==> src/rtl/async_mem_ctrl.sv <==
module async_mem_ctrl #(
  parameter int ADDR_W = 20,
  parameter int DATA_W = 32,
  parameter int CNT_W  = 4,
  localparam int BE_W  = DATA_W / 8
) (
  input  logic              clk,
  input  logic              rst_n,
  input  logic [CNT_W-1:0]  cfg_setup,
  input  logic [CNT_W-1:0]  cfg_access,
  input  logic [CNT_W-1:0]  cfg_hold,
  input  logic [CNT_W-1:0]  cfg_turn,
  input  logic              req_valid,
  output logic              req_ready,
  input  logic              req_write,
  input  logic [ADDR_W-1:0] req_addr,
  input  logic [BE_W-1:0]   req_be,
  input  logic [DATA_W-1:0] req_wdata,
  output logic              rsp_done,
  output logic [DATA_W-1:0] rsp_rdata,
  output logic              mem_cs_n,
  output logic [ADDR_W-1:0] mem_addr,
  output logic [BE_W-1:0]   mem_be_n,
  output logic              mem_oe_n,
  output logic              mem_rd_n,
  output logic              mem_wr_n,
  output logic [DATA_W-1:0] mem_wdata,
  output logic              mem_wdata_oe,
  input  logic [DATA_W-1:0] mem_rdata
);

  typedef enum logic [2:0] {S_IDLE, S_SETUP, S_ACCESS, S_HOLD, S_TURN} phase_t;

  phase_t             phase;
  logic [CNT_W-1:0]   cnt;
  logic               wr_q;
  logic [ADDR_W-1:0]  addr_q;
  logic [BE_W-1:0]    be_q;
  logic [DATA_W-1:0]  wdata_q;

  function automatic logic [CNT_W-1:0] remain(input logic [CNT_W-1:0] len);
    return (len == '0) ? '0 : len - 1'b1;
  endfunction

  wire last   = (cnt == '0);
  wire active = (phase == S_SETUP) || (phase == S_ACCESS) || (phase == S_HOLD);
  wire accept = req_valid && req_ready;

  assign req_ready    = (phase == S_IDLE) || ((phase == S_TURN) && last);
  assign mem_cs_n     = !active;
  assign mem_addr     = addr_q;
  assign mem_be_n     = active ? ~be_q : '1;
  assign mem_oe_n     = !(active && !wr_q);
  assign mem_rd_n     = !((phase == S_ACCESS) && !wr_q);
  assign mem_wr_n     = !((phase == S_ACCESS) && wr_q);
  assign mem_wdata    = wdata_q;
  assign mem_wdata_oe = active && wr_q;

  always_ff @(posedge clk) begin
    if (!rst_n) begin
      phase     <= S_IDLE;
      cnt       <= '0;
      wr_q      <= 1'b0;
      addr_q    <= '0;
      be_q      <= '0;
      wdata_q   <= '0;
      rsp_done  <= 1'b0;
      rsp_rdata <= '0;
    end else begin
      rsp_done <= 1'b0;
      case (phase)
        S_IDLE, S_TURN: begin
          if (accept) begin
            phase   <= S_SETUP;
            cnt     <= remain(cfg_setup);
            wr_q    <= req_write;
            addr_q  <= req_addr;
            be_q    <= req_be;
            wdata_q <= req_wdata;
          end else if (phase == S_TURN) begin
            if (last) phase <= S_IDLE;
            else      cnt   <= cnt - 1'b1;
          end
        end
        S_SETUP: begin
          if (last) begin
            phase <= S_ACCESS;
            cnt   <= remain(cfg_access);
          end else cnt <= cnt - 1'b1;
        end
        S_ACCESS: begin
          if (last) begin
            phase <= S_HOLD;
            cnt   <= remain(cfg_hold);
            if (!wr_q) rsp_rdata <= mem_rdata;
          end else cnt <= cnt - 1'b1;
        end
        S_HOLD: begin
          if (last) begin
            phase    <= S_TURN;
            cnt      <= remain(cfg_turn);
            rsp_done <= 1'b1;
          end else cnt <= cnt - 1'b1;
        end
        default: phase <= S_IDLE;
      endcase
    end
  end

  p_strobe_excl_r3: assert property (@(posedge clk) disable iff (!rst_n)
    !(!mem_rd_n && !mem_wr_n));

  p_rd_in_select_r3: assert property (@(posedge clk) disable iff (!rst_n)
    !mem_rd_n |-> !mem_cs_n && !mem_oe_n);

  p_wr_no_oe_r7: assert property (@(posedge clk) disable iff (!rst_n)
    !mem_wr_n |-> mem_oe_n && mem_wdata_oe);

  p_addr_steady_r5: assert property (@(posedge clk) disable iff (!rst_n)
    (!mem_cs_n && !$past(mem_cs_n)) |-> $stable(mem_addr) && $stable(mem_be_n));

  p_gap_r6: assert property (@(posedge clk) disable iff (!rst_n)
    $rose(mem_cs_n) |-> mem_rd_n && mem_wr_n && mem_oe_n && !req_ready || cfg_turn <= 1);

  p_done_pulse_r9: assert property (@(posedge clk) disable iff (!rst_n)
    rsp_done |=> !rsp_done);

  p_done_after_sel_r9: assert property (@(posedge clk) disable iff (!rst_n)
    $rose(rsp_done) |-> mem_cs_n && !$past(mem_cs_n));

endmodule

==> config.mk <==
export PLATFORM = sky130hd
export DESIGN_NAME = async_mem_ctrl
export DESIGN_NICKNAME = d
export VERILOG_FILES = /design/src/rtl/async_mem_ctrl.sv
export SDC_FILE = /design/constraint.sdc
export NUM_CORES = 1
export LEC_CHECK = 0
export BUFFER_PORTS_ARGS = -buffer_cell sky130_fd_sc_hd__buf_2
export CAP_MARGIN = 20
export CORE_MARGIN = 5
export CORE_UTILIZATION = 50
export DETAILED_ROUTE_END_ITERATION = 8
export GPL_TIMING_DRIVEN = 0
export PLACE_DENSITY_LB_ADDON = 0.3
export SETUP_SLACK_MARGIN = 0.1
export SLEW_MARGIN = 20
export SYNTH_ARGS = -nofsm -noshare
export SYNTH_HDL_FRONTEND = slang
export SYNTH_SLANG_ARGS = --single-unit
==> constraint.sdc <==
create_clock -name clk -period 4.91 [get_ports clk]
set_input_delay 0.2455 -clock clk [delete_from_list [all_inputs] [get_ports clk]]
set_output_delay 0.2455 -clock clk [all_outputs]
set_load 0.01 [all_outputs]
==> results.md <==
Die:
- The initialized floorplan defines 34 standard-cell rows.
- The initial utilization of the core area, before any placement, comes to 0.506.
- The vertical extent of the die is slightly above 100 um.
- The floorplan core area is 8640 um2.
- The die covers 10,700 um2.
- Pin placement for this block handled 203 I/O pins.
- The horizontal die dimension is roughly 100 um.

Routing:
- Using the TritonRoute via totals, the vias-per-cell ratio works out to slightly above 5.
- The first detailed-routing pass took 5 iterations.
- In the routed design, unresolved DRC markers number 0.
- The average wire length per cell after detail routing is ~14 um.
- The total routed wirelength is around 12,000 um.
- The final route contains 4,425 vias.
- The number of nets with antenna violations after detailed routing is 0.
- In this run, the number of DRC markers left after iteration 0 of detailed routing was between 100 and 150.

STA:
- The actual transition at the worst max-transition pin is around 0.6 ns.
- Setup repair after global routing left no endpoint under its margin.
- The post-route clock skew is approximately 0.016 ns.
- The worst max-slew margin expressed relative to the limit is 0.596.
- Static timing analysis puts the maximum clock frequency at 462 MHz.
- The max-slew violation count was 0.
- Adding up every negative setup slack in the final design gives 0 ns.
- Setup violations remaining at the end of the flow were counted as 0.
- In the finished design, the share of the clock period the worst path needs comes to 0.441.
- The number of endpoints with negative hold slack in the final report is 0.
- The smallest hold slack is approximately 0.11 ns.
- The time the final worst path needs with I/O delays and setup is around 2.2 ns.

Placed design:
- The detailed placement HPWL is approximately 9800 um.
- The number of port buffers is 200.
- The weighted congestion at the end of routability-driven global placement is 0.893.

Synthesis:
- Of the synthesized area, sequential elements account for 0.444.
- The count of flip-flops with a built-in enable after synthesis is 0.
- The number of nets handed over by synthesis was 650.
- The synthesized netlist contains between 40 and 50 unique library cells.
- The most instantiated library cell after synthesis is nand2_1.
- Counting flops with an async set or reset pin after synthesis yields a share of 0.
- Yosys printed 0 warnings.
- By area the synthesized netlist is led by dfxtp_1, nand2_1, a21boi_0.
- The synthesized area per cell is between 8 and 9 um2.
- The synthesized design spends more area on one cell type than any other, namely dfxtp_1.
- The number of synthesized register bits is 97.
- After technology mapping, the gate count stands at between 500 and 600.
- Summing every instance area after synthesis gives between 4000 and 5000 um2.
- Of the post-synthesis cell area, the dominant cell type holds 0.444.
- Among all flip-flop cells after synthesis, the most frequent one is dfxtp_1.
- In the synthesized netlist, the cells that appear most often are nand2_1, dfxtp_1, a21boi_0, a21boi_1, clkbuf_1.

Setup path:
- The worst setup path is captured at an output port.
- The startpoint-to-endpoint class of the critical path is reg2out.
- Data on the critical path is required at its endpoint by ~4.7 ns.
- Data arrives at the worst endpoint at ~1.9 ns.
- Of all nets on the critical path, the largest fanout is 10.
- The worst register-to-register path has a depth of 8.
- STA classifies the critical path startpoint as a flop.

Run status:
- The run finished with clean final reports.

Pwr:
- Of the total power, the clock network draws 0.183.
- Power spread over the standard cell area amounts to around 470 nW/um2.
- The cell internal power dissipation is around 1.6 mW.
- In this run the static leakage power is ~2.6 nW.
- Of the total power, registers draw 0.381.
- The switching power of the nets is 1.08 mW.
- The proportion of total power due to net switching is 0.401.
- The portion of total power attributed to combinational logic is 0.436.
- The maximum resistive drop on vdd is 0.227 mV.

Clock tree:
- Clock tree synthesis found a total of 97 sinks.
- The number of buffers added for setup after CTS is 0.
- The total clock buffers created by CTS is 9.
- TritonCTS built the clock tree.
- The clock tree synthesis step divided the H-tree into 3 levels.
- After clock tree synthesis, the clock-pin slew on the worst setup and hold paths is approximately 0.11 ns.
- The hold-fix buffer count after cts is 0.
- The clock reaches the later pin of the worst-skew pair after between 0.3 and 0.4 ns.
- Counting along the longest clock path gives a buffer depth of 2.
- The master cell of the clock root buffer is clkbuf_8.
- The post-cts resize count is 0.

Cells and area:
- The number of antenna diodes in the final layout is 0.
- Compared with the post-synthesis result, the final layout area differs by 30.3%.
- At the end of the flow, the number of nets in the layout was between 800 and 900.
- The final-layout fill cell count is 770.
- The ratio of cells with drive above 1 in the final layout is 0.321.

Job:
- Across the run, the number of max-cap violations was 0.

Global routing:
- The number of antenna violations at the first check in global routing is 0.
- The maximum number of pins on one net before global-route repair is 19.
- For this run, the total global-route usage over all layers was measured as 0.218.
- Summed over all layers, the global routing overflow is 0.
- The global-route layer with the greatest usage is met2.
- The number of global-route vias before repair is 4,057.
- For met2 alone, demand over resource in global routing was 0.388.
- The met1 track demand over resource is 0.243.
- For met3 alone, demand over resource in global routing was 0.0704.
- The wire length of the first global-routing pass is about 18,000 um.

Min path:
- The class of the most critical hold timing path is in2reg.
- The worst hold path passes through 3 cells.
[power by group through the flow]
stage               Combinational (mW)  Sequential, mW  Clock (mW)
floorplan                        0.728            1.09           0
global placement                  1.14            1.03           0
detailed placement                1.17            1.04           0
CTS                               1.18            1.02       0.507
global route                      1.30            1.04       0.541
finish                            1.17            1.02       0.491
[flip-flops by register name (all words and copies together), names as in the netlist]
name / cells
mem_wdata: 32
mem_addr: 20
be_q: 4
wr_q: 1
cnt: 4
rsp_done: 1
phase: 3
rsp_rdata: 32
[path summary, 6_finish.rpt]
kind,from,to,slack [ns]
hold reg to reg,rsp_rdata[25],rsp_rdata[25],0.45
setup reg to reg,cnt[0],cnt[3],2.78
setup / recovery,phase[1],mem_cs_n,2.74
hold / removal,req_addr[12],mem_addr[12],0.11
[kinds of logic after synthesis]
kind of cell	count (synthesis)	share of synthesized area
AND/OR/NAND/NOR	242	0.238
AO/OA/AOI/OAI	132	0.217
flip-flops	97	0.444
buffers and inverters	47	0.0601
adder cells (fa/ha/maj)	8	0.0229
XOR/XNOR	4	0.00802
multiplexers	4	0.00916
[worst max-delay path: stages (launching register included)]
cell and delay [ns]:
dfxtp_1 0.37, buf_2 0.23, nor2_1 0.14, nor2_1 0.42, inv_1 0.22, buf_2 0.20
[cell type report]
class / instances / area (um2) / area share
Inverter: 11 / 41.3 / 0.00725
Timing Repair Buffer: 200 / 1000 / 0.176
Sequential cell: 97 / 1940 / 0.341
Multi-Input combinational cell: 390 / 2170 / 0.380
Tap cell: 108 / 135 / 0.0237
Clock inverter: 6 / 61.3 / 0.0108
Clock buffer: 10 / 128 / 0.0224
Buffer: 36 / 221 / 0.0389
[through the flow]
step / area, um2 / worst slack (ns) / std cells / utilization / total power [mW]
finish: 5700 / 2.74 / 858 / 0.660 / 2.68
global route: 5700 / 2.58 / 858 / 0.660 / 2.88
CTS: 5700 / 2.74 / 858 / 0.660 / 2.70
detailed placement: 5510 / 2.84 / 842 / 0.638 / 2.21
global placement: 5510 / 2.92 / 842 / 0.638 / 2.17
floorplan: 4370 / 3.03 / 534 / - / 1.81
[layout by cell type (no fill, tap or decap), types with 2 or more instances in the layout]
cell type	n
buf_2	209
nand2_1	190
dfxtp_1	97
a21boi_0	49
a21boi_1	40
clkbuf_1	18
o21ai_0	16
inv_1	11
nor2_1	10
buf_6	10
clkbuf_8	9
ha_1	8
nand2b_1	7
nor3b_1	7
nor3_1	7
a21oi_1	5
nand3b_1	4
nor2b_1	4
mux2i_1	4
and2_1	3
xor2_1	3
o22ai_1	3
nand3_1	2
a31oi_1	2
o31ai_1	2
a221oi_1	2
o21bai_1	2
inv_6	2
[routing by layer]
metal | up-vias | wire length (um)
li1 | 2192 | -
met1 | 2021 | 4780
met2 | 192 | 5850
met3 | 20 | 1340
met4 | 0 | 230
met5 | - | 0
Power figures use the tool's default switching activity.
